==> config.mk <==
export PLATFORM = sky130hd
export DESIGN_NAME = addr_region_router
export DESIGN_NICKNAME = d
export VERILOG_FILES = /design/src/rtl/addr_region_pkg.sv /design/src/rtl/addr_region_ctrl.sv /design/src/rtl/addr_region_datapath.sv /design/src/rtl/addr_region_router.sv
export SDC_FILE = /design/constraint.sdc
export NUM_CORES = 1
export LEC_CHECK = 0
export ABC_AREA = 0
export BUFFER_PORTS_ARGS = -buffer_cell sky130_fd_sc_hd__buf_2
export CORE_AREA = 2 2 269 271
export CTS_CLUSTER_DIAMETER = 40
export DETAILED_ROUTE_END_ITERATION = 7
export DIE_AREA = 0 0 271 273
export GPL_TIMING_DRIVEN = 0
export SLEW_MARGIN = 20
export SYNTH_ARGS = -nofsm -noshare
export SYNTH_HDL_FRONTEND = slang
export SYNTH_SLANG_ARGS = --single-unit
==> constraint.sdc <==
create_clock -name clk -period 6.9 [get_ports clk]
set_input_delay 0.345 -clock clk [delete_from_list [all_inputs] [get_ports clk]]
set_output_delay 0.345 -clock clk [all_outputs]
set_load 0.02 [all_outputs]
==> src/rtl/addr_region_pkg.sv <==
package addr_region_pkg;
  localparam int SLOT_FIELD_W = 8;

  localparam logic [1:0] OP_LOAD  = 2'd0;
  localparam logic [1:0] OP_STORE = 2'd1;
  localparam logic [1:0] OP_CAS   = 2'd2;

  // Strobes from the control to the table datapath.
  typedef struct packed {
    logic                    wrEn;
    logic [SLOT_FIELD_W-1:0] wrSlot;
  } cfgStrobe_t;
endpackage

==> src/rtl/addr_region_ctrl.sv <==
module addr_region_ctrl
  import addr_region_pkg::*;
#(
  parameter int NUM_REGIONS = 4,
  localparam int IDX_W = (NUM_REGIONS > 1) ? $clog2(NUM_REGIONS) : 1
) (
  input  logic                   clk,
  input  logic                   rstN,
  input  logic                   cfgValid,
  output cfgStrobe_t             strobe,
  output logic [NUM_REGIONS-1:0] validVec,
  output logic                   cfgReject
);
  logic [IDX_W:0] fillCnt;
  logic           tableFull;

  assign tableFull = (fillCnt == (IDX_W+1)'(NUM_REGIONS));

  always_comb begin
    strobe.wrEn   = cfgValid && !tableFull;
    strobe.wrSlot = SLOT_FIELD_W'(fillCnt);
  end

  always_ff @(posedge clk) begin
    if (!rstN) begin
      fillCnt   <= '0;
      validVec  <= '0;
      cfgReject <= 1'b0;
    end else begin
      cfgReject <= cfgValid && tableFull;
      if (strobe.wrEn) begin
        validVec[fillCnt[IDX_W-1:0]] <= 1'b1;
        fillCnt                      <= fillCnt + 1'b1;
      end
    end
  end
endmodule

==> src/rtl/addr_region_datapath.sv <==
module addr_region_datapath
  import addr_region_pkg::*;
#(
  parameter int ADDR_W      = 32,
  parameter int DATA_W      = 64,
  parameter int NUM_REGIONS = 4,
  parameter int NUM_PORTS   = 4,
  localparam int IDX_W  = (NUM_REGIONS > 1) ? $clog2(NUM_REGIONS) : 1,
  localparam int PORT_W = (NUM_PORTS > 1) ? $clog2(NUM_PORTS) : 1
) (
  input  logic                        clk,
  input  logic                        rstN,
  input  cfgStrobe_t                  strobe,
  input  logic [NUM_REGIONS-1:0]      validVec,
  input  logic [ADDR_W-1:0]           cfgStart,
  input  logic [ADDR_W-1:0]           cfgEnd,
  input  logic                        cfgRemap,
  input  logic [PORT_W-1:0]           cfgPort,
  input  logic                        reqValid,
  input  logic [ADDR_W-1:0]           reqAddr,
  output logic [NUM_PORTS-1:0]        tgtSel,
  output logic [ADDR_W-1:0]           tgtAddr,
  input  logic [NUM_PORTS*DATA_W-1:0] tgtRdata,
  input  logic [NUM_PORTS-1:0]        tgtOk,
  output logic [DATA_W-1:0]           rspRdata,
  output logic                        rspOk,
  output logic                        fault,
  output logic [ADDR_W-1:0]           faultAddr
);
  logic [ADDR_W-1:0] lowBound  [NUM_REGIONS];
  logic [ADDR_W-1:0] highBound [NUM_REGIONS];
  logic              relFlag   [NUM_REGIONS];
  logic [PORT_W-1:0] portIdx   [NUM_REGIONS];

  logic [NUM_REGIONS-1:0] hitVec;
  logic                   anyHit;
  logic [IDX_W-1:0]       winIdx;

  // Table storage, one slot per window.
  for (genvar i = 0; i < NUM_REGIONS; i++) begin : g_slot
    always_ff @(posedge clk) begin
      if (!rstN) begin
        lowBound[i]  <= '0;
        highBound[i] <= '0;
        relFlag[i]   <= 1'b0;
        portIdx[i]   <= '0;
      end else if (strobe.wrEn && strobe.wrSlot == SLOT_FIELD_W'(i)) begin
        lowBound[i]  <= cfgStart;
        highBound[i] <= cfgEnd;
        relFlag[i]   <= cfgRemap;
        portIdx[i]   <= cfgPort;
      end
    end
    assign hitVec[i] = validVec[i] && (reqAddr >= lowBound[i]) && (reqAddr <= highBound[i]);
  end

  // Lowest slot wins.
  always_comb begin
    anyHit = 1'b0;
    winIdx = '0;
    for (int i = NUM_REGIONS - 1; i >= 0; i--) begin
      if (hitVec[i]) begin
        anyHit = 1'b1;
        winIdx = IDX_W'(i);
      end
    end
  end

  assign tgtAddr   = relFlag[winIdx] ? (reqAddr - lowBound[winIdx]) : reqAddr;
  assign tgtSel    = (reqValid && anyHit) ? (NUM_PORTS'(1) << portIdx[winIdx]) : '0;
  assign fault     = reqValid && !anyHit;
  assign faultAddr = fault ? reqAddr : '0;

  // Return path from the selected port only.
  always_comb begin
    rspRdata = '0;
    rspOk    = 1'b0;
    for (int p = 0; p < NUM_PORTS; p++) begin
      if (tgtSel[p]) begin
        rspRdata = tgtRdata[p*DATA_W +: DATA_W];
        rspOk    = tgtOk[p];
      end
    end
  end
endmodule

==> src/rtl/addr_region_router.sv <==
module addr_region_router
  import addr_region_pkg::*;
#(
  parameter int ADDR_W      = 32,
  parameter int DATA_W      = 64,
  parameter int NUM_REGIONS = 4,
  parameter int NUM_PORTS   = 4,
  localparam int PORT_W = (NUM_PORTS > 1) ? $clog2(NUM_PORTS) : 1
) (
  input  logic                        clk,
  input  logic                        rstN,
  input  logic                        cfgValid,
  input  logic [ADDR_W-1:0]           cfgStart,
  input  logic [ADDR_W-1:0]           cfgEnd,
  input  logic                        cfgRemap,
  input  logic [PORT_W-1:0]           cfgPort,
  output logic                        cfgReject,
  input  logic                        reqValid,
  input  logic [1:0]                  reqOp,
  input  logic [1:0]                  reqSize,
  input  logic [ADDR_W-1:0]           reqAddr,
  input  logic [DATA_W-1:0]           reqWdata,
  input  logic [31:0]                 reqExpect,
  output logic [DATA_W-1:0]           rspRdata,
  output logic                        rspOk,
  output logic                        fault,
  output logic [ADDR_W-1:0]           faultAddr,
  output logic [NUM_PORTS-1:0]        tgtSel,
  output logic [1:0]                  tgtOp,
  output logic [1:0]                  tgtSize,
  output logic [ADDR_W-1:0]           tgtAddr,
  output logic [DATA_W-1:0]           tgtWdata,
  output logic [31:0]                 tgtExpect,
  input  logic [NUM_PORTS*DATA_W-1:0] tgtRdata,
  input  logic [NUM_PORTS-1:0]        tgtOk
);
  cfgStrobe_t             strobe;
  logic [NUM_REGIONS-1:0] validVec;

  addr_region_ctrl #(.NUM_REGIONS(NUM_REGIONS)) u_ctrl (
    .clk(clk), .rstN(rstN), .cfgValid(cfgValid),
    .strobe(strobe), .validVec(validVec), .cfgReject(cfgReject)
  );

  addr_region_datapath #(
    .ADDR_W(ADDR_W), .DATA_W(DATA_W), .NUM_REGIONS(NUM_REGIONS), .NUM_PORTS(NUM_PORTS)
  ) u_dp (
    .clk(clk), .rstN(rstN), .strobe(strobe), .validVec(validVec),
    .cfgStart(cfgStart), .cfgEnd(cfgEnd), .cfgRemap(cfgRemap), .cfgPort(cfgPort),
    .reqValid(reqValid), .reqAddr(reqAddr),
    .tgtSel(tgtSel), .tgtAddr(tgtAddr), .tgtRdata(tgtRdata), .tgtOk(tgtOk),
    .rspRdata(rspRdata), .rspOk(rspOk), .fault(fault), .faultAddr(faultAddr)
  );

  assign tgtOp     = reqOp;
  assign tgtSize   = reqSize;
  assign tgtWdata  = reqWdata;
  assign tgtExpect = reqExpect;
endmodule

* After elaboration in Yosys (flattened, before gate mapping)
Memory sizes are Yosys's and may differ from the RTL's. Cells that the tools add are included.
Word-level totals: output and inout port bits 235, logic and storage cells 111, memories 4, register bits after elaboration 8, RAM bits 268
Memories:
- u_dp.highBound | depth 4, bits a word 32, read ports 4, clocked after Yosys merged registers in 0, wr ports 4, RTL line addr_region_datapath.sv:31 | logic [ADDR_W-1:0] highBound [NUM_REGIONS];
- u_dp.lowBound | depth 4, bits a word 32, read ports 5, clocked after Yosys merged registers in 0, wr ports 4, RTL line addr_region_datapath.sv:30 | logic [ADDR_W-1:0] lowBound [NUM_REGIONS];
- u_dp.portIdx | depth 4, bits a word 2, read ports 1, clocked after Yosys merged registers in 0, wr ports 4, RTL line addr_region_datapath.sv:33 | logic [PORT_W-1:0] portIdx [NUM_REGIONS];
- u_dp.relFlag | depth 4, bits a word 1, read ports 1, clocked after Yosys merged registers in 0, wr ports 4, RTL line addr_region_datapath.sv:32 | logic relFlag [NUM_REGIONS];
Operators by class: bitwise operators 17, order comparisons 10, add/subtract/negate cells 2, shift operators 1, multiplexer cells 50, eq/ne operators 4, reduce and logical (&&, ||, !) cells 20
Operators with widths (count):
- 2-to-1 mux 32 bit | 10
- 2-to-1 mux 64 bit | 4
- greater-or-equal comparator 32 bit | 4
- less-or-equal comparator 32 bit | 4
- subtractor 32 bit | 1
- 2-to-1 mux 1 bit | 26
- logical AND 1 bit | 17
- 2-to-1 mux 2 bit | 8
- bitwise OR 1 bit | 16
- logical NOT 8 bit | 1
- equality test 3 x 2 -> 1 bit, second input constant | 2
- 2-to-1 mux 4 bit | 1
- bitwise OR 4 bit | 1
- left shift 1 x 2 -> 4 bit, first input constant | 1
- adder 3 x 1 -> 3 bit, second input constant | 1
- equality test 3 x 1 -> 1 bit, second input constant | 1
- equality test 3 bit, second input constant | 1
- < comparator 2 x 3 -> 1 bit, second input constant | 1
- demux 1 bit (select 2 bit) | 1
- greater-or-equal comparator 2 x 1 -> 1 bit, second input constant | 1
- logical NOT 1 bit | 2

* Longest topological paths before layout
Gate-level depths: netlist of run 1. An unclocked memory read counts as a cell.
depth after elaboration 15, gate-level depth with buffers 27, gate-level depth less buffers 26

* By module
From an unflattened synthesis of run 1, not the netlist that was laid out.
Unflattened totals: cell total of the unflattened synthesis 2370, area total of the unflattened synthesis 22529.1 um^2
By module, submodules not included:
- addr_region_datapath | cells an instance 2230, area each 21398.0 um^2, instances 1, seq. area each 8037.7 um^2
- addr_region_router | cells an instance 100, area each 750.7 um^2, instances 1, seq. area each 0.0 um^2
- addr_region_ctrl | cells an instance 40, area each 380.4 um^2, instances 1, seq. area each 160.2 um^2

* Worst setup path after synthesis of run 1
OpenSTA, ideal clock, no wires.
path kind in2out, from input port reqAddr[0], to output port tgtAddr[28], setup slack 0.503 ns, buffers on the path 3, cell stages on the path 27, required time 6.555 ns, arrival 6.052 ns, cells stage by stage inv_1 ha_1 nand2b_1 a2111oi_0 nand3b_1 a41oi_1 or4_4 nand2_1 a21o_1 buf_2 clkbuf_1 clkbuf_1 nand2_1 o211ai_1 o21ai_0 fa_1 a21o_1 a21oi_1 nor2b_1 o21ai_0 o21ai_0 a31oi_1 a21oi_1 a211o_1 a21oi_1 xor2_1 o21ai_0
Between the ends: cells in the longest elaborated chain, start to end 10, elaborated cells on any way between the ends 24
Ends and longest elaborated chain:
- start, declared | RTL line addr_region_router.sv:21 | input logic [ADDR_W-1:0] reqAddr,
- greater-or-equal comparator 32 bit | RTL line addr_region_datapath.sv:54 | assign hitVec[i] = validVec[i] && (reqAddr >= lowBound[i]) && (reqAddr <= highBound[i]);
- logical AND 1 bit (2 in series) | RTL line addr_region_datapath.sv:54
- 2-to-1 mux 2 bit (4 in series) | RTL line addr_region_datapath.sv:62 | if (hitVec[i]) begin
- memory (4 x 32 bit)
- subtractor 32 bit | RTL line addr_region_datapath.sv:69 | assign tgtAddr = relFlag[winIdx] ? (reqAddr - lowBound[winIdx]) : reqAddr;
- 2-to-1 mux 32 bit * | RTL line addr_region_datapath.sv:69
- end, declared | RTL line addr_region_router.sv:31 | output logic [ADDR_W-1:0] tgtAddr,
Mark *: on every way between the ends. The rest lies on a longest branch, timed or not.

==> results of run 1 <==
-- cells in the mapped netlist, types with 8 or more instances --
cell,n
sky130_fd_sc_hd__nand4_1,43
sky130_fd_sc_hd__buf_4,101
sky130_fd_sc_hd__nor2_1,50
sky130_fd_sc_hd__ha_1,292
sky130_fd_sc_hd__inv_1,273
sky130_fd_sc_hd__o211ai_1,44
sky130_fd_sc_hd__nor2b_1,15
sky130_fd_sc_hd__xor2_1,12
sky130_fd_sc_hd__and2_1,307
sky130_fd_sc_hd__o21a_1,8
sky130_fd_sc_hd__a21oi_1,134
sky130_fd_sc_hd__a22o_1,66
sky130_fd_sc_hd__nor3_1,15
sky130_fd_sc_hd__a221o_1,68
sky130_fd_sc_hd__xnor2_1,14
sky130_fd_sc_hd__a211oi_1,15
sky130_fd_sc_hd__a21o_1,32
sky130_fd_sc_hd__nand2_1,164
sky130_fd_sc_hd__o21ai_0,150
sky130_fd_sc_hd__dfxtp_1,9
sky130_fd_sc_hd__clkbuf_1,59
sky130_fd_sc_hd__nand2b_1,12
sky130_fd_sc_hd__nor4_1,9
sky130_fd_sc_hd__nand3_1,28
sky130_fd_sc_hd__and3_1,11
sky130_fd_sc_hd__buf_2,19
sky130_fd_sc_hd__and4_1,9
sky130_fd_sc_hd__edfxtp_1,267
-- sequential cells by signal (all words and copies together) (netlist names) --
signal / cells
u_dp.relFlag: 4
u_dp.portIdx: 8
u_dp.lowBound: 128
u_ctrl.fillCnt: 3
u_dp.highBound: 128
u_ctrl.cfgReject: 1
u_ctrl.validVec: 4
-- stage by stage --
step | hold slack (ps) | power [uW] | area, um2 | cells
global route | 61.54 | 6415 | 28880 | 4001
global placement | 517.4 | 3643 | 26190 | 3865
floorplan | 440.8 | 3000 | 22020 | 2318
CTS | 50.68 | 6117 | 28530 | 3972
finish | 80.97 | 6146 | 28890 | 4005
detailed placement | 523.7 | 3657 | 26320 | 3869
-- timing repair --
| item | CTS | global route |
|---|---|---|
| pin swaps | 38 | 41 |
| resized for setup | 114 | 44 |
| setup buffers | 23 | 19 |
| setup endpoints to repair | 29 | 12 |
| gates cloned | 0 | 2 |
| hold buffers | 0 | 0 |
-- metal layers --
layer,track usage (%),vias to the layer above
li1,-,9668
met1,29.65,9755
met2,47.30,719
met3,4.015,197
met4,10.02,18
met5,0,-
-- final cells by class --
type	count	area, um2	area share [%]
multi-input cells	1582	12190	42.20
flip-flops and latches	276	8198	28.38
repair buffers	645	3447	11.93
plain buffers	185	1231	4.262
well taps	950	1189	4.115
clock buffers	48	1159	4.011
inverters	273	1025	3.547
clock inverters	34	420.4	1.455
diodes	12	30.03	0.1040
-- logic make-up after synthesis --
group / count (synthesis) / synth area share [%]
multiplexers: 8 / 0.3978
AO/OA/AOI/OAI: 576 / 17.91
adder cells (fa/ha/maj): 293 / 16.69
buffers and inverters: 460 / 9.820
flip-flops: 276 / 37.24
AND/OR/NAND/NOR: 679 / 16.91
XOR/XNOR: 26 / 1.034
-- critical path: cells and delay by family, from the launching register on --
kind / cells / cell delay (ps)
compound gates: 15 / 2960
simple gates: 4 / 860
fa+ha+maj: 3 / 820
buf+inv: 6 / 780
flops: 1 / 390
mux: 1 / 120
-- power by group --
part | switching (uW) | total (uW) | internal, uW
registers | 44.4 | 2020 | 1970
clock network | 874 | 2370 | 1500
logic | 1080 | 1760 | 680
-- layout by cell type, fill, tap and decap left out, drive strengths merged, types with 10 or more instances in the layout --
cell / n
buf: 773
and2: 308
ha: 292
inv: 281
edfxtp: 267
nand2: 164
o21ai: 150
a21oi: 134
clkbuf: 105
a221o: 68
a22o: 66
nor2: 50
o211ai: 44
nand4: 43
a21o: 32
nand3: 28
nor3: 15
nor2b: 15
a211oi: 15
clkinv: 15
xnor2: 14
diode: 12
xor2: 12
nand2b: 12
and3: 11
nor4: 10
-- final timing paths --
check,end,slack [ps],depth (start not counted)
worst max-delay path,tgtAddr[30],60,29
worst min-delay path,u_dp.relFlag[2]$_DFF_P_,80,2
worst max register to register,u_dp.lowBound[3][6]$_SDFFCE_PN0P_,3790,7
worst min register to register,u_ctrl.validVec[0]$_SDFFE_PN0P_,530,1
==> metrics.txt, run 1 <==
Starting Density 31.01%; Synth Warn # 0; area overhead of the layout relative to synthesis 31.21%; instance count of the mapped netlist 2318; cell accounting for the most synthesized area sky130_fd_sc_hd__edfxtp_1; fraction of post-synthesis cell area in the top cell type by area 36.42%; number of enable-type register cells in the synthesized netlist 267; pin count of the biggest net entering global routing 45; IR Drop Worst-Case VDD 0.1690 mV; first-pass GRT wire length 137500 um; vias per inst 5.083; power per cell area 212.8 nW/um2; Place WS -2458 ps; Final Cycle Share 99.12%; layout cells sized above 1 31.25%; routed wire length on met3 5354 um; CTS Root Cell sky130_fd_sc_hd__clkbuf_16; total overflow reported by the global router 0; worst reg2reg path startpoint u_ctrl.fillCnt[0]$_SDFFE_PN0P_; slew at the pin with the worst max-slew slack 960.2 ps; crit-path max cell delay 420 ps; WL met1 38500 um; total wire length after detailed routing 99320 um; final number of max-transition violations 0; P_leak 0.01344 uW; HPWL after DPL 81420 um; total I/O pin count 698; clock insertion delay at the later pin of the skew report 560 ps; Arrival @ worst endpoint 6490 ps; number of setup violations in the final report 0; nets in the synthesized netlist 3074; top fanout value on the critical path 8; Iter 0 DRT Violations 1243; FF+latch count, synth 276; gpl congestion 0.9976; max-cap viol count 0; class of the most critical hold timing path in -> reg; hold violation total from the final report 0; number of global-route vias before repair 19610; type of element launching the critical path register; startpoint of the tightest hold check path cfgRemap; unrepaired setup endpoints after global routing yes; CP max stage cell sky130_fd_sc_hd__or3_4; overall global routing resource usage 25.67%; post-synthesis sequential area ratio 37.24%; number of H-tree levels 2; overall die width 271 um; class of the most critical setup path reg -> out; DRC violations left 0; Routed Antenna Nets 0; CTS tree done; slew margin rel. 34.72%; synthesized area per cell 9.498 um2; result of the run complete, no violations; Die H 273 um; clock skew 14.15 ps; detailed-routed wire length on met2 51140 um; critical path launch point u_dp.lowBound[0][13]$_SDFFCE_PN0P_; leading register cell type out of synthesis sky130_fd_sc_hd__edfxtp_1; setup TNS 0 ps; final core utilization 40.69%; ys async rst share 0%; highest layer used for signal routing met5; total die area 73980 um2; Worst-path clk slew 50 ps; achievable clock frequency 146.2 MHz; Data required, critical path 6550 ps; Final WS setup 60.73 ps; number of antenna violations at the first check in global routing 50; TritonCTS Buffers 45; Pre-Repair DR Iteration Count 5; sinks on the clock net 276; count of vias placed by the detailed router 20360; Period minus WS final 6839 ps; Placement Rows 98; post-synth design cell area 22020 um2; number of filler instances in the final layout 7081; Port Buf Inserts 597; most area-consuming cells after synthesis sky130_fd_sc_hd__edfxtp_1, sky130_fd_sc_hd__ha_1, sky130_fd_sc_hd__and2_1; Cell variety after synth 75; nature of the critical path endpoint output port; area of the core 71000 um2; Clock Path Buffers 3; Net count, final 3764; Avg WL per Cell 24.80 um
(Power assumes the default switching activity.)
==> run 2: changes to the inputs <==
--- a/config.mk
+++ b/config.mk
@@ -7,11 +7,14 @@
 export LEC_CHECK = 0
 export ABC_AREA = 0
 export BUFFER_PORTS_ARGS = -buffer_cell sky130_fd_sc_hd__buf_2
-export CORE_AREA = 2 2 269 271
+export CELL_PAD_IN_SITES_DETAIL_PLACEMENT = 2
+export CELL_PAD_IN_SITES_GLOBAL_PLACEMENT = 2
+export CORE_ASPECT_RATIO = 0.5
+export CORE_UTILIZATION = 31
 export CTS_CLUSTER_DIAMETER = 40
 export DETAILED_ROUTE_END_ITERATION = 7
-export DIE_AREA = 0 0 271 273
 export GPL_TIMING_DRIVEN = 0
+export PLACE_DENSITY_LB_ADDON = 0.1
 export SLEW_MARGIN = 20
 export SYNTH_ARGS = -nofsm -noshare
 export SYNTH_HDL_FRONTEND = slang
==> metrics.txt, run 2 (synthesis results as in run 1) <==
achievable clock frequency 143.3 MHz (was 146.2 MHz); Placement Rows 68 (was 98); leading cell type in the layout, fill and taps excluded sky130_fd_sc_hd__buf_2 (unchanged); most used cells in the layout excluding fill and tap cells sky130_fd_sc_hd__buf_2, sky130_fd_sc_hd__and2_1, sky130_fd_sc_hd__ha_1, sky130_fd_sc_hd__inv_1, sky130_fd_sc_hd__edfxtp_1 (unchanged); Power, Total 6116 uW (was 6146 uW); power per cell area 210.3 nW/um2 (was 212.8 nW/um2); Port Buf Inserts 597 (unchanged); area overhead of the layout relative to synthesis 32.12% (was 31.21%); TritonCTS Buffers 46 (was 45); final number of max-transition violations 0 (unchanged); final non-filler cell area 29090 um2 (was 28890 um2); count of vias placed by the detailed router 21360 (was 20360); Cell Int Power 4038 uW (was 4150 uW); total wire length after detailed routing 113800 um (was 99320 um); total I/O pin count 698 (unchanged); total overflow reported by the global router 0 (unchanged); Final Cycle Share 101.2% (was 99.12%); max-cap viol count 0 (unchanged); total die area 72150 um2 (was 73980 um2); IR Drop Worst-Case VDD 0.1580 mV (was 0.1690 mV); number of setup violations in the final report 3 (was 0); registers with the highest flip-flop counts u_dp.highBound x128, u_dp.lowBound x128, u_dp.portIdx x8 (unchanged); vias per inst 5.300 (was 5.083); detailed-routed wire length on met2 55070 um (was 51140 um); most prevalent standard cell on the critical path sky130_fd_sc_hd__buf_6; Comb pwr share 30.4% (was 28.6%); setup TNS -175.3 ps (was 0 ps); gpl congestion 0.9294 (was 0.9976); CP max stage cell sky130_fd_sc_hd__or4_4 (was sky130_fd_sc_hd__or3_4); slew margin rel. 39.36% (was 34.72%); first-pass GRT wire length 157800 um (was 137500 um); type of element launching the critical path register (unchanged); DRC violations left 0 (unchanged); clock skew 19.66 ps (was 14.15 ps); Starting Density 31.63% (was 31.01%); number of antenna violations at the first check in global routing 49 (was 50); Finished Layout Cells 4030 (was 4005); clock insertion delay at the later pin of the skew report 560 ps (about the same); slew at the pin with the worst max-slew slack 902.1 ps (was 960.2 ps); unrepaired setup endpoints after global routing yes (unchanged); sinks on the clock net 276 (unchanged); Period minus WS final 6981 ps (was 6839 ps); power dissipated by switching net loads 2078 uW (was 1996 uW); CTS Root Cell sky130_fd_sc_hd__clkbuf_16 (unchanged); placed instance area 26340 um2 (was 26320 um2); number of H-tree levels 2 (unchanged); WL met1 48220 um (was 38500 um); Avg WL per Cell 28.23 um (was 24.80 um); Iter 0 DRT Violations 1283 (was 1243); Pre-Repair DR Iteration Count 5 (unchanged); Die H 190.4 um (was 273 um); proportion of power drawn by flip-flops and latches 33.1% (was 32.8%); CTS tree done (unchanged); failing checks setup timing; nature of the critical path endpoint output port (unchanged); result of the run complete, but fails checks (was complete, no violations); area of the core 69600 um2 (was 71000 um2); class of the most critical setup path reg -> out (unchanged); Final WS setup -80.82 ps (was 60.73 ps); highest layer used for signal routing met5 (unchanged); number of global-route vias before repair 22490 (was 19610); Net count, final 3778 (was 3764); Net Sw Frac 33.98% (was 32.48%); top fanout value on the critical path 8 (unchanged); hold violation total from the final report 0 (unchanged); instance count after placement with tap cells included 3864 (was 3869); overall die width 378.9 um (was 271 um); Routed Antenna Nets 0 (unchanged); pin count of the biggest net entering global routing 44 (was 45); P_leak 0.01346 uW (was 0.01344 uW); routed wire length on met3 6438 um (was 5354 um); Arrival @ worst endpoint 6640 ps (was 6490 ps); quantity of hold-fixing buffers added after cts 0 (unchanged); Clock Path Buffers 3 (unchanged); class of the most critical hold timing path in -> reg (unchanged); crit-path max cell delay 510 ps (was 420 ps); Place WS -3102 ps (was -2458 ps); Data required, critical path 6550 ps (about the same); HPWL after DPL 91500 um (was 81420 um); layout cells sized above 1 32.24% (was 31.25%); overall global routing resource usage 30.33% (was 25.67%); Worst-path clk slew 60 ps (was 50 ps); portion of total power attributed to the clock network 36.6% (was 38.6%)
-- run 2: worst max-delay path, delay by kind of cell, from the launching register on --
kind            cells  cell delay, ps
compound gates     16            3120
simple gates        4            1010
buf+inv             7             960
fa+ha+maj           2             570
flops               1             390
-- run 2: power by group through the flow --
stage / sequential [uW] / combinational, uW / clock [uW]
final: 2020 / 1860 / 2240
after global routing: 2030 / 2010 / 2330
after CTS: 2020 / 1780 / 2260
after detailed placement: 2050 / 1660 / 0
after global placement: 2060 / 1580 / 0
after floorplan: 2040 / 961 / 0
-- run 2: stage by stage --
step	hold slack (ps)	util [%]
2_1_floorplan	440.8	-
3_3_place_gp	491.2	37.63
3_5_place_dp	517.5	37.84
4_1_cts	79.17	41.07
5_1_grt	93.08	41.75
6_report	102.0	41.79
-- run 2: worst paths after layout --
path | slack (ps) | startpoint | depth (start not counted) | endpoint
hold reg to reg | 520 | u_dp.relFlag[2]$_DFF_P_ | 1 | u_dp.relFlag[2]$_DFF_P_
hold / removal | 100 | cfgPort[0] | 2 | u_dp.portIdx[1][0]$_SDFFCE_PN0P_
setup reg to reg | 3570 | u_ctrl.fillCnt[0]$_SDFFE_PN0P_ | 7 | u_dp.lowBound[3][28]$_SDFFCE_PN0P_
setup / recovery | -80 | u_dp.lowBound[3][15]$_SDFFCE_PN0P_ | 29 | tgtAddr[30]
-- run 2: what timing repair did --
| item | in CTS | in global routing |
|---|---|---|
| pin swaps | 45 | 50 |
| buffers inserted | 30 | 25 |
| endpoints found under the setup margin | 31 | 15 |
| resized for setup | 143 | 61 |
-- run 2: layout make-up --
type                       count  area [um2]
multi-input combinational   1582       12340
antenna                       27       67.56
fill                        7753       40510
buffer                       187        1276
tap                          945        1182
clock buffer                  56        1230
inverter                     273        1028
clock inverter                28       235.2
timing repair buffer         656        3533
sequential                   276        8198
-- run 2: layer usage --
metal  track usage (%)  vias up
li1                  -     9695
met1             38.75    10860
met2             52.60      628
met3             4.167      176
met4             9.972        4
met5                 0        -
==> run 3: changes to the inputs <==
--- a/config.mk
+++ b/config.mk
@@ -18,4 +18,5 @@
 export SLEW_MARGIN = 20
 export SYNTH_ARGS = -nofsm -noshare
 export SYNTH_HDL_FRONTEND = slang
+export SYNTH_HIERARCHICAL = 1
 export SYNTH_SLANG_ARGS = --single-unit
==> constraint.sdc (replaced) <==
create_clock -name clk -period 6.62 [get_ports clk]
set_input_delay 0.331 -clock clk [delete_from_list [all_inputs] [get_ports clk]]
set_output_delay 0.331 -clock clk [all_outputs]
set_load 0.02 [all_outputs]
==> metrics.txt, run 3 <==
class of the most critical hold timing path in -> reg (unchanged); total wire length after detailed routing 109400 um (was 113800 um); most prevalent standard cell on the critical path sky130_fd_sc_hd__a21o_1 (was sky130_fd_sc_hd__buf_6); number of global-route vias before repair 22650 (was 22490); IR Drop Worst-Case VDD 0.1461 mV (was 0.1580 mV); number of antenna violations at the first check in global routing 39 (was 49); CTS tree done (unchanged); power per cell area 203.6 nW/um2 (was 210.3 nW/um2); overall global routing resource usage 28.44% (was 30.33%); number of enable-type register cells in the synthesized netlist 267 (unchanged); Die H 192.6 um (was 190.4 um); Final Cycle Share 107.2%; multiplexer share of the synthesized area 6.104% (was 0.3978%); number of setup violations in the final report 13 (was 3); nature of the critical path endpoint output port (unchanged); placed instance area 27190 um2 (was 26340 um2); clock insertion delay at the later pin of the skew report 570 ps (was 560 ps); Cell variety after synth 81 (was 75); Net count, final 3839 (was 3778); pin count of the biggest net entering global routing 21 (was 44); Adder-Cell Fraction of Synth Area 16.25% (was 16.69%); result of the run complete, but fails checks (unchanged); layout cells sized above 1 32.39% (was 32.24%); first-pass GRT wire length 153100 um (was 157800 um); Arrival @ worst endpoint 6770 ps (was 6640 ps); FF+latch count, synth 276 (unchanged); Routed Antenna Nets 0 (unchanged); ys async rst share 0% (unchanged); leading cell type in the layout, fill and taps excluded sky130_fd_sc_hd__buf_2 (unchanged); slew at the pin with the worst max-slew slack 980.1 ps (was 902.1 ps); crit-path max cell delay 430 ps (was 510 ps); count of vias placed by the detailed router 21340 (was 21360); Final WS setup -476.7 ps (was -80.82 ps); total I/O pin count 698 (unchanged); Clock Path Buffers 3 (unchanged); post-synthesis compound-gate area fraction 13.87% (was 17.91%); Placement Rows 69 (was 68); Finished Layout Cells 4096 (was 4030); final non-filler cell area 30160 um2 (was 29090 um2); instance count of the mapped netlist 2370 (was 2318); Period minus WS final 7097 ps; cell accounting for the most synthesized area sky130_fd_sc_hd__edfxtp_1 (unchanged); Port Buf Inserts 597 (unchanged); post-synthesis sequential area ratio 36.39% (was 37.24%); slew margin rel. 34.66% (was 39.36%); CTS Root Cell sky130_fd_sc_hd__clkbuf_16 (unchanged); Iter 0 DRT Violations 1209 (was 1283); vias per inst 5.211 (was 5.300); clock skew 13.91 ps (was 19.66 ps); HPWL after DPL 87510 um (was 91500 um); area overhead of the layout relative to synthesis 33.85% (was 32.12%); achievable clock frequency 140.9 MHz; TritonCTS Buffers 48 (was 46); number of H-tree levels 2 (unchanged); top fanout value on the critical path 10 (was 8); sinks on the clock net 276 (unchanged); unrepaired setup endpoints after global routing yes (unchanged); Avg WL per Cell 26.72 um (was 28.23 um); dominant combinational cell family by area after synthesis simple AND/OR/NAND/NOR gates (was compound AO/OA/AOI/OAI gates); gpl congestion 0.9098 (was 0.9294); max-cap viol count 0 (unchanged); registers with the highest flip-flop counts u_dp/highBound x128, u_dp/lowBound x128, u_dp/portIdx x8 (was u_dp.highBound x128, u_dp.lowBound x128, u_dp.portIdx x8); instance count after placement with tap cells included 3944 (was 3864); synthesized-area fraction occupied by and/or/nand/nor cells 16.31% (was 16.91%); final core utilization 42.24% (was 41.79%); P_leak 0.01377 uW (was 0.01346 uW); hold violation total from the final report 0 (unchanged); DRC violations left 105 (was 0); Data required, critical path 6290 ps (was 6550 ps); commonest cells in the netlist sky130_fd_sc_hd__and2_1, sky130_fd_sc_hd__ha_1, sky130_fd_sc_hd__inv_1, sky130_fd_sc_hd__edfxtp_1, sky130_fd_sc_hd__o21ai_0 (was sky130_fd_sc_hd__and2_1, sky130_fd_sc_hd__ha_1, sky130_fd_sc_hd__inv_1, sky130_fd_sc_hd__edfxtp_1, sky130_fd_sc_hd__nand2_1); xor and xnor area share after synthesis 1.127% (was 1.034%); most used cells in the layout excluding fill and tap cells sky130_fd_sc_hd__buf_2, sky130_fd_sc_hd__and2_1, sky130_fd_sc_hd__ha_1, sky130_fd_sc_hd__edfxtp_1, sky130_fd_sc_hd__inv_1 (was sky130_fd_sc_hd__buf_2, sky130_fd_sc_hd__and2_1, sky130_fd_sc_hd__ha_1, sky130_fd_sc_hd__inv_1, sky130_fd_sc_hd__edfxtp_1); type of element launching the critical path register (unchanged); leading register cell type out of synthesis sky130_fd_sc_hd__edfxtp_1 (unchanged); CP max stage cell sky130_fd_sc_hd__a311o_2 (was sky130_fd_sc_hd__or4_4); Starting Density 31.55% (was 31.63%); fraction of post-synthesis cell area in the top cell type by area 35.59% (was 36.42%); Synth Warn # 6 (was 0); Worst-path clk slew 60 ps (about the same); Pre-Repair DR Iteration Count 7 (was 5); area of the core 71400 um2 (was 69600 um2); most repeated cell in the gate-level netlist after synthesis sky130_fd_sc_hd__and2_1 (unchanged); synthesized area per cell 9.506 um2 (was 9.498 um2); most area-consuming cells after synthesis sky130_fd_sc_hd__edfxtp_1, sky130_fd_sc_hd__ha_1, sky130_fd_sc_hd__and2_1 (unchanged); final number of max-transition violations 0 (unchanged); failing checks DRC, setup timing (was setup timing); class of the most critical setup path reg -> out (unchanged); overall die width 383.2 um (was 378.9 um); total die area 73820 um2 (was 72150 um2); post-synth design cell area 22530 um2 (was 22020 um2); total overflow reported by the global router 0 (unchanged)
run 3: final timing paths:
path / endpoint / cells after the start / slack (ps) / startpoint
worst max register to register: u_dp/lowBound[1][23]$_SDFFCE_PN0P_ / 8 / 3120 / u_ctrl/fillCnt[0]$_SDFFE_PN0P_
worst min-delay path: u_dp/highBound[1][23]$_SDFFCE_PN0P_ / 2 / 80 / cfgEnd[23]
worst min register to register: u_dp/relFlag[2]$_DFF_P_ / 2 / 550 / u_dp/relFlag[2]$_DFF_P_
worst max-delay path: tgtAddr[28] / 28 / -480 / u_dp/lowBound[2][13]$_SDFFCE_PN0P_
run 3: cell families (layout without fill, tap and decap cells):
group	count (synthesis)	count (layout)
xor+xnor	29	29
buf+inv	465	1212
other cells	1	22
compound gates	499	499
fa+ha+maj	292	292
flops	276	276
simple gates	671	671
mux	137	137
run 3: through the flow:
stage | total power [uW] | worst slack, ps | TNS (ps) | hold WS [ps]
after floorplan | 2814 | 193.1 | 0 | 439.6
after global placement | 3360 | -4284 | -1146140 | 458.4
after detailed placement | 3411 | -2757 | -39850 | 467.9
after CTS | 6134 | -627.5 | -4809 | 42.00
after global routing | 6367 | -723.1 | -6743 | 70.98
final | 6141 | -476.7 | -3783 | 79.60
run 3: critical path, delay by kind of cell, from the launching register on:
kind,cells,cell delay [ps]
DFF,1,410
buffers and inverters,6,800
AOI/OAI and AO/OA,16,3770
adders and majority gates,3,770
and+or+nand+nor,1,50
xor gates and xnor gates,1,160
muxes,1,170
run 3: timing repair:
action | 4_1_cts | 5_1_grt
endpoints found under the hold margin | 0 | 0
buffers inserted | 39 | 12
resized for setup | 165 | 59
pin swaps | 68 | 54
hold buffers | 0 | 0
setup endpoints to repair | 31 | 21
run 3: layout make-up:
class | instances | area, um2
Multi-Input combinational cell | 1633 | 12880
Clock buffer | 54 | 1245
Clock inverter | 33 | 400.4
Fill cell | 7772 | 41240
Tap cell | 958 | 1199
Buffer | 192 | 1330
Timing Repair Buffer | 662 | 3845
Antenna cell | 17 | 42.54
Sequential cell | 276 | 8198
Inverter | 271 | 1017
run 3: power breakdown:
| group | switching [uW] | internal (uW) |
|---|---|---|
| Sequential | 29.2 | 1970 |
| Combinational | 917 | 628 |
| Clock | 955 | 1640 |
run 3: metal layers:
metal  vias up  track usage, %  wire length (um)
met1     10700           37.82             48320
met4        32           8.108              2630
li1       9792               -                 -
met5         -               0               196
met3       168           5.604              7365
met2       648           46.76             50910
